===== config.mk =====
export PLATFORM = sky130hd
export DESIGN_NAME = ldst_port_monitor
export DESIGN_NICKNAME = d
export VERILOG_FILES = /design/src/rtl/ldst_mon_pkg.sv /design/src/rtl/ldst_mon_ctrl.sv /design/src/rtl/ldst_mon_dp.sv /design/src/rtl/ldst_port_monitor.sv
export SDC_FILE = /design/constraint.sdc
export NUM_CORES = 1
export LEC_CHECK = 0
export ABC_AREA = 1
export BUFFER_PORTS_ARGS = -buffer_cell sky130_fd_sc_hd__buf_4
export CAP_MARGIN = 15
export CELL_PAD_IN_SITES_DETAIL_PLACEMENT = 1
export CELL_PAD_IN_SITES_GLOBAL_PLACEMENT = 1
export CORE_ASPECT_RATIO = 1.2
export CORE_MARGIN = 8
export CORE_UTILIZATION = 39
export CTS_BUF_LIST = sky130_fd_sc_hd__clkbuf_16
export CTS_CLUSTER_SIZE = 24
export DETAILED_ROUTE_END_ITERATION = 8
export HOLD_SLACK_MARGIN = 0.15
export PLACE_DENSITY = 0.76
export SYNTH_ARGS = -nofsm -noshare
export SYNTH_HDL_FRONTEND = slang
export SYNTH_SLANG_ARGS = --single-unit

===== constraint.sdc =====
create_clock -name clk -period 2.1 [get_ports clk]
set_input_delay 0.21 -clock clk [delete_from_list [all_inputs] [get_ports clk]]
set_output_delay 0.21 -clock clk [all_outputs]
set_load 0.03 [all_outputs]

===== src/rtl/ldst_mon_pkg.sv =====
package ldst_mon_pkg;

  localparam int NumFlags = 8;

  localparam int FlagReqBoth   = 0;
  localparam int FlagBusyEarly = 1;
  localparam int FlagAddrMove  = 2;
  localparam int FlagRespHeld  = 3;
  localparam int FlagRespBoth  = 4;
  localparam int FlagLdBusy    = 5;
  localparam int FlagLdEarly   = 6;
  localparam int FlagStOrphan  = 7;

  typedef enum logic [1:0] {
    PH_IDLE  = 2'd0,
    PH_LOAD  = 2'd1,
    PH_STORE = 2'd2
  } phase_e;

  typedef struct packed {
    logic                captureAddr;
    logic                addrGuard;
    logic                bumpLd;
    logic                bumpSt;
    logic [NumFlags-1:0] flagSet;
  } strobe_t;

endpackage


===== src/rtl/ldst_mon_ctrl.sv =====
module ldst_mon_ctrl
  import ldst_mon_pkg::*;
(
  input  logic    clk,
  input  logic    rstN,
  input  logic    abortIn,
  input  logic    ldReq,
  input  logic    stReq,
  input  logic    busy,
  input  logic    addrValid,
  input  logic    addrAck,
  input  logic    addrExc,
  input  logic    ldValid,
  input  logic    stValid,
  output strobe_t strobes
);

  phase_e phaseQ;
  logic   ackSeenQ;
  logic   addrSeenQ;
  logic   prevAckQ;
  logic   prevExcQ;
  logic   prevLdQ;

  logic active;
  logic compl;
  logic inLoad;
  logic inStore;
  logic [NumFlags-1:0] rawFlags;

  assign active  = (phaseQ != PH_IDLE);
  assign inLoad  = (phaseQ == PH_LOAD);
  assign inStore = (phaseQ == PH_STORE);
  assign compl   = addrExc | ldValid | stValid;

  always_comb begin
    rawFlags                = '0;
    rawFlags[FlagReqBoth]   = ldReq & stReq;
    rawFlags[FlagBusyEarly] = active & ~busy & ~compl;
    rawFlags[FlagAddrMove]  = active & addrSeenQ & busy & ~addrValid;
    rawFlags[FlagRespHeld]  = (addrAck & prevAckQ) | (addrExc & prevExcQ);
    rawFlags[FlagRespBoth]  = addrAck & addrExc;
    rawFlags[FlagLdBusy]    = ldValid & ~prevLdQ & busy;
    rawFlags[FlagLdEarly]   = ldValid & ~(inLoad & ackSeenQ);
    rawFlags[FlagStOrphan]  = stValid & ~inStore;
  end

  always_comb begin
    strobes.flagSet     = abortIn ? '0 : rawFlags;
    strobes.captureAddr = active & ~addrSeenQ & addrValid & ~abortIn;
    strobes.addrGuard   = active & addrSeenQ & busy & ~abortIn;
    strobes.bumpLd      = inLoad & ldValid & ~abortIn;
    strobes.bumpSt      = inStore & stValid & ~abortIn;
  end

  always_ff @(posedge clk) begin
    if (!rstN) begin
      phaseQ    <= PH_IDLE;
      ackSeenQ  <= 1'b0;
      addrSeenQ <= 1'b0;
      prevAckQ  <= 1'b0;
      prevExcQ  <= 1'b0;
      prevLdQ   <= 1'b0;
    end else begin
      prevAckQ <= addrAck;
      prevExcQ <= addrExc;
      prevLdQ  <= ldValid;
      if (abortIn) begin
        phaseQ    <= PH_IDLE;
        ackSeenQ  <= 1'b0;
        addrSeenQ <= 1'b0;
      end else if (!active) begin
        ackSeenQ  <= 1'b0;
        addrSeenQ <= 1'b0;
        if (ldReq)      phaseQ <= PH_LOAD;
        else if (stReq) phaseQ <= PH_STORE;
      end else if (compl) begin
        phaseQ    <= PH_IDLE;
        ackSeenQ  <= 1'b0;
        addrSeenQ <= 1'b0;
      end else begin
        if (addrAck)             ackSeenQ  <= 1'b1;
        if (strobes.captureAddr) addrSeenQ <= 1'b1;
      end
    end
  end

  // abort always lands in idle
  p_abort_idle_r11: assert property (@(posedge clk) disable iff (!rstN)
    abortIn |=> (phaseQ == PH_IDLE));

  // a completion ends the transaction
  p_done_idle_r13: assert property (@(posedge clk) disable iff (!rstN)
    (active && compl && !abortIn) |=> (phaseQ == PH_IDLE));

  // a count strobe only arrives from an active phase
  p_bump_active_r12: assert property (@(posedge clk) disable iff (!rstN)
    (strobes.bumpLd || strobes.bumpSt) |-> (phaseQ != PH_IDLE));

endmodule


===== src/rtl/ldst_mon_dp.sv =====
module ldst_mon_dp
  import ldst_mon_pkg::*;
#(
  parameter int AddrWidth  = 48,
  parameter int CountWidth = 16
) (
  input  logic                  clk,
  input  logic                  rstN,
  input  logic                  clearFlags,
  input  logic [AddrWidth-1:0]  addr,
  input  strobe_t               strobes,
  output logic [NumFlags-1:0]   flagsOut,
  output logic [CountWidth-1:0] ldCountOut,
  output logic [CountWidth-1:0] stCountOut
);

  localparam logic [CountWidth-1:0] CountMax = {CountWidth{1'b1}};
  localparam int NumCounters = 2;

  logic [AddrWidth-1:0]  heldAddrQ;
  logic [NumFlags-1:0]   flagQ;
  logic [NumFlags-1:0]   flagNext;
  logic                  addrMismatch;
  logic [CountWidth-1:0] cntQ [NumCounters];

  assign addrMismatch = strobes.addrGuard & (addr != heldAddrQ);

  always_comb begin
    flagNext               = strobes.flagSet;
    flagNext[FlagAddrMove] = strobes.flagSet[FlagAddrMove] | addrMismatch;
  end

  always_ff @(posedge clk) begin
    if (!rstN) begin
      heldAddrQ <= '0;
    end else if (strobes.captureAddr) begin
      heldAddrQ <= addr;
    end
  end

  always_ff @(posedge clk) begin
    if (!rstN)           flagQ <= '0;
    else if (clearFlags) flagQ <= '0;
    else                 flagQ <= flagQ | flagNext;
  end

  for (genvar k = 0; k < NumCounters; k++) begin : g_cnt
    logic bump;
    assign bump = (k == 0) ? strobes.bumpLd : strobes.bumpSt;
    always_ff @(posedge clk) begin
      if (!rstN)                          cntQ[k] <= '0;
      else if (bump && cntQ[k] != CountMax) cntQ[k] <= cntQ[k] + 1'b1;
    end
  end

  assign flagsOut   = flagQ;
  assign ldCountOut = cntQ[0];
  assign stCountOut = cntQ[1];

  // flags never drop without a clear
  p_sticky_r10: assert property (@(posedge clk) disable iff (!rstN)
    !clearFlags |=> ((flagQ & $past(flagQ)) == $past(flagQ)));

  // clear empties the vector
  p_clear_r10: assert property (@(posedge clk) disable iff (!rstN)
    clearFlags |=> (flagQ == '0));

  // counters move by at most one and never go back
  p_ld_step_r12: assert property (@(posedge clk) disable iff (!rstN)
    1'b1 |=> (cntQ[0] >= $past(cntQ[0])) && (cntQ[0] - $past(cntQ[0]) <= 1));
  p_st_step_r12: assert property (@(posedge clk) disable iff (!rstN)
    1'b1 |=> (cntQ[1] >= $past(cntQ[1])) && (cntQ[1] - $past(cntQ[1]) <= 1));

endmodule


===== src/rtl/ldst_port_monitor.sv =====
module ldst_port_monitor
  import ldst_mon_pkg::*;
#(
  parameter int AddrWidth  = 48,
  parameter int CountWidth = 16
) (
  input  logic                  clk,
  input  logic                  rstN,
  input  logic                  clearFlags,
  input  logic                  abortIn,
  input  logic                  ldReq,
  input  logic                  stReq,
  input  logic                  busy,
  input  logic                  addrValid,
  input  logic [AddrWidth-1:0]  addr,
  input  logic                  addrAck,
  input  logic                  addrExc,
  input  logic                  ldValid,
  input  logic                  stValid,
  output logic [7:0]            violFlags,
  output logic [CountWidth-1:0] ldCount,
  output logic [CountWidth-1:0] stCount
);

  strobe_t strobes;

  ldst_mon_ctrl u_ctrl (
    .clk       (clk),
    .rstN      (rstN),
    .abortIn   (abortIn),
    .ldReq     (ldReq),
    .stReq     (stReq),
    .busy      (busy),
    .addrValid (addrValid),
    .addrAck   (addrAck),
    .addrExc   (addrExc),
    .ldValid   (ldValid),
    .stValid   (stValid),
    .strobes   (strobes)
  );

  ldst_mon_dp #(
    .AddrWidth  (AddrWidth),
    .CountWidth (CountWidth)
  ) u_dp (
    .clk        (clk),
    .rstN       (rstN),
    .clearFlags (clearFlags),
    .addr       (addr),
    .strobes    (strobes),
    .flagsOut   (violFlags),
    .ldCountOut (ldCount),
    .stCountOut (stCount)
  );

  // simultaneous requests are caught
  p_req_both_r2: assert property (@(posedge clk) disable iff (!rstN)
    (ldReq && stReq && !abortIn && !clearFlags) |=> violFlags[FlagReqBoth]);

  // simultaneous acknowledge and exception are caught
  p_resp_both_r6: assert property (@(posedge clk) disable iff (!rstN)
    (addrAck && addrExc && !abortIn && !clearFlags) |=> violFlags[FlagRespBoth]);

endmodule


# [Word-level counts from Yosys, hierarchy flattened]
# Memory sizes are Yosys's and may differ from the RTL's.
# Index checks and enable logic that the tools add are counted.
[word_totals] ff_bits=63 latchBits=0 ramBits=32 mem_bits_ro=0 input_bits=60 output_inout_bits=40 wordCells=79 n_memories=1
[memory_table] memory="u_dp.cntQ" depth=2 word_bits=16 read_ports=2 rd_clocked_by_memory_dff=0 write_ports=2 line="ldst_mon_dp.sv:24" text="logic [CountWidth-1:0] cntQ [NumCounters];"
[classes] add_sub_neg=2 mul=0 div=0 magnitude_cmp=0 eq_ne=6 n_shift=0 muxes=14 n_bitwise=40 reduce_logical=8
[op_table] operator="$ne A48 B48 Y1" count=1
[op_table] operator="$add A16 B1 Y16 const B" count=2
[op_table] operator="$mux W16" count=2
[op_table] operator="$ne A16 B16 Y1 const B" count=2
[op_table] operator="$and A1 B1 Y1" count=23
[op_table] operator="$not A1 Y1" count=10
[op_table] operator="$mux W2" count=4
[op_table] operator="$mux W8" count=1
[op_table] operator="$or A8 B8 Y8" count=1
[op_table] operator="$mux W1" count=7
[op_table] operator="$or A1 B1 Y1" count=6
[op_table] operator="$reduce_or A2 Y1" count=2
[op_table] operator="$reduce_or A4 Y1" count=1
[op_table] operator="$reduce_bool A3 Y1" count=1
[op_table] operator="$eq A2 B1 Y1 const B" count=1
[op_table] operator="$eq A2 B2 Y1 const B" count=1
[op_table] operator="$logic_and A1 B1 Y1" count=2
[op_table] operator="$ne A2 B2 Y1 const B" count=1
[op_table] operator="$reduce_and A2 Y1" count=1
[op_table] operator="$reduce_bool A2 Y1" count=1

# [Depth between registers and ports, before layout]
[depth] ltp_word=8 depth_mapped=11 depth_no_buf=11

# [Modules after synthesis]
# Synthesis repeated with hierarchy kept, for this count alone.
[hier_totals] hier_cells=604 area_unflattened_um2=4714.5
[modules_own_cells] mod="ldst_mon_dp" n_inst=1 cells_each=543 area_each_um2=4312.9 seq_area_each_um2=2082.0
[modules_own_cells] mod="ldst_mon_ctrl" n_inst=1 cells_each=61 area_each_um2=401.6 seq_area_each_um2=140.1

# [Least setup slack after synthesis]
# Ideal clock, no wire load.
[synth_path] kind="register -> register" startpoint="mem u_dp.cntQ[1][0]" endpoint="mem u_dp.cntQ[1][0] (enable)" setup_ps=363 arrival_time_ps=1743 required_ps=1737 path_slack_ps=-5 path_stages_with_launch=9 n_path_buf=0 period_less_slack_ps=2105 cell_sequence="edfxtp_1 > ha_1 > nand3_2 > nor2_1 > nand2_1 > clkinv_1 > nand4_2 > o21ai_0 > nand2_1"
[synth_lines] element="start, declared" line="ldst_mon_dp.sv:24"

==> results.yml <==
timing:
  fmax_mhz: 512
  timing.final.crit_period_ps: 1950
  rsz0062_at_grt: "false"
  setup-tns-final_ps: 0
  setup_ws_ps: 148
  report.final.slew_viol_count: 0
  finalSetupViolCount: 0
  worstMarginPinSlew_ps: 450
  fin_hold_ws_ps: 167
  finClkSkew_ps: 10.9
  period_share: 0.930
  final_hold_viol_count: 0
  max_slew_margin: 0.700
floorplan:
  fp.dieArea_um2: 16200
  die_w_um: 117
  dieHeight_um: 138
  core_um2: 12100
  initial_core_util: 0.399
  ioPinCount: 100
  row_count: 44
setup_path:
  critPathMaxFanout: 9
  critical_path_arrival_ps: 2040
  path_class: "flop to flop"
  worstPathCellList: "ha_1 > nand3_2 > nor3_4 > nand4_2 > o21ai_2 > or2_1 > buf_4 > nor2_1"
  cpPeakStageDelay_ps: 410
  slowest_stage: "edfxtp_1"
  startpoint_type: "flop"
  worstPathRequired_ps: 2190
  critPathCaptureType: "flop"
placed_design:
  portBuffers: 99
  place_congestion: 0.765
  dp_cells: 907
  hpwl_um: 9940
  post-place-ws_ps: 40.9
logic_synthesis:
  synth-xor-area-share: 0.0437
  yosys.area_share.simple: 0.229
  synth_ff_type: "dfxtp_1"
  yosys_warnings: 0
  syn_area_um2: 4810
  synth_mux_area_frac: 0
  synth.distinct_cells: 33
  seq_area_frac_synth: 0.462
  synth_compound_area_frac: 0.145
  ys_ff_latch: 95
  synth_edf_count: 32
  netlist_instances: 660
  synth_top_family_by_area: "simple AND/OR/NAND/NOR gates"
  synth_nets: 722
  avgSynthCellArea_um2: 7.29
  synthAdderAreaFrac: 0.00520
  synth-async-reset-ratio: 0
pwr:
  seqPwrFrac: 0.506
  ir_drop_v: 0.000347
  power.total_mw: 3.97
  intPower_mw: 2.95
  p_sw_mw: 1.02
  p_leak_nw: 2.71
  p_sw_frac: 0.257
  pwr_density_cell_nw_per_um2: 658
  combinationalPowerShare: 0.125
  clkPwrFrac: 0.369
routing:
  wl_per_cell_um: 14.1
  drt_iter0_drc: 202
  wl_met2_um: 6710
  ant_nets: 0
  via_per_inst: 4.82
  num_vias: 4480
  drc_errors: 0
  drtPass1Iterations: 4
  wl_met1_um: 5620
  top_layer: "met4"
  drt_wl_total_um: 13100
  wl_met3_um: 582
layout:
  syn_to_final_growth_pct: 25.5
  fillCellCount: 1548
  antenna_cells: 0
  nets: 825
  multi_input_area_um2: 2050
  seq_area_um2: 2220
  finalNonFillerCells: 929
  drive_gt1_frac: 0.177
clocking:
  ctsHtreeMaxLevel: 3
  clockBufferDepth: 2
  insertion_delay_ps: 340
  clk_pin_slew_ps: 60
  cts.sinks: 95
  root_buffer: "clkbuf_16"
  cts_tree: "yes"
  cts_made_buffers: 9
global_route:
  grt_antenna_before_repair: 0
  grt_pass1_wl_um: 21700
  gr-total-overflow: 0
  grt_pass1_vias: 4660
  grt_util_all_layers: 0.163
  grt_max_degree: 98
worst_hold_path:
  min_path_type: "input pin to flop"
outcome:
  status: "complete, no violations"
job:
  drv_cap: 0
==> cell families after synthesis <==
logic type / count (synthesis)
buffers and inverters: 137
XOR/XNOR: 24
adder cells (fa/ha/maj): 2
flip-flops: 95
AO/OA/AOI/OAI: 135
AND/OR/NAND/NOR: 267
==> Yosys cell counts, types with 2 or more instances <==
master	count	area, um2
nand3_2	2	20.0
clkbuf_1	13	48.8
ha_1	2	25.0
nor3_1	4	20.0
a31oi_1	5	31.3
xnor2_1	10	87.6
buf_6	2	22.5
nand2_1	156	586
buf_2	4	20.0
nand3_1	12	60.1
nand4_2	2	25.0
o22ai_1	3	18.8
a21oi_1	64	320
or2_2	4	25.0
o21ai_0	59	295
nand4_1	3	18.8
xor2_1	14	123
edfxtp_1	32	961
dfxtp_1	63	1260
nor2_1	75	282
inv_1	116	435
nor4_1	4	25.0
==> sequential cells by signal, summed over array words and instances, names as in the netlist <==
name,count
u_ctrl.phaseQ,2
u_ctrl.ackSeenQ,1
u_ctrl.prevExcQ,1
u_dp.cntQ,32
u_ctrl.addrSeenQ,1
u_dp.flagsOut,8
u_ctrl.prevLdQ,1
u_ctrl.prevAckQ,1
u_dp.heldAddrQ,48
==> worst max-delay path: cells and delay by family, from the launching register on <==
| family | cells | cell delay, ps |
|---|---|---|
| AOI/OAI and AO/OA | 1 | 170 |
| adders and majority gates | 1 | 220 |
| and+or+nand+nor | 5 | 730 |
| buffers and inverters | 1 | 170 |
| DFF | 1 | 410 |
==> stage by stage <==
step / area, um2 / utilization
6_report: 6040 / 0.501
3_3_place_gp: 5710 / 0.474
3_5_place_dp: 5710 / 0.474
4_1_cts: 6010 / 0.498
5_1_grt: 6040 / 0.501
2_1_floorplan: 4810 / -
==> cells in the final DEF, fill, tap and decap left out, drive strengths merged, types with 9 or more instances in the layout <==
master / netlist / final
xor2: 14 / 14
inv: 116 / 119
dfxtp: 63 / 63
xnor2: 10 / 10
buf: 7 / 108
a21oi: 64 / 64
nor2: 76 / 76
o21ai: 60 / 60
nand3: 14 / 14
clkbuf: 13 / 9
edfxtp: 32 / 32
nand2: 156 / 156
==> layout make-up <==
| cell class | count | share of cell area |
|---|---|---|
| inverter | 117 | 0.0727 |
| timing repair buffer | 112 | 0.143 |
| clock inverter | 7 | 0.00539 |
| multi-input combinational | 428 | 0.340 |
| clock buffer | 9 | 0.0373 |
| sequential | 95 | 0.368 |
| tap | 161 | 0.0334 |
==> power groups by stage <==
stage          clock network (mW)  logic, mW  registers, mW
3_5_place_dp                    0      0.495           2.05
4_1_cts                      1.52      0.503           2.01
5_1_grt                      1.57      0.555           2.02
6_report                     1.47      0.496           2.01
2_1_floorplan                   0      0.216           2.09
3_3_place_gp                    0      0.475           2.04
==> path summary, 6_finish.rpt <==
| check | start | endpoint | slack, ps | cells after the start |
|---|---|---|---|---|
| setup / recovery | u_dp.cntQ[0][0]$_SDFFCE_PN0P_ | u_dp.cntQ[0][2]$_SDFFCE_PN0P_ | 150 | 8 |
| hold / removal | stValid | u_dp.flagsOut[7]$_SDFF_PP0_ | 170 | 3 |
| setup reg to reg | u_dp.cntQ[0][0]$_SDFFCE_PN0P_ | u_dp.cntQ[0][2]$_SDFFCE_PN0P_ | 150 | 8 |
| hold reg to reg | u_dp.heldAddrQ[33]$_SDFFE_PN0P_ | u_dp.heldAddrQ[33]$_SDFFE_PN0P_ | 460 | 2 |
==> per-layer routing <==
metal | track usage | vias to the layer above
met1 | 0.180 | 2096
li1 | - | 2281
met3 | 0.0324 | 14
met4 | 0.0635 | 0
met5 | 0 | -
met2 | 0.304 | 89
==> repair_timing <==
item | in CTS | in global routing
hold buffers | 4 | 0
hold endpoints to repair | 5 | 0
resized for setup | 0 | 4
setup buffers | 0 | 2
endpoints found under the setup margin | 0 | 30
Note: power is estimated with default switching activity, not from simulation.
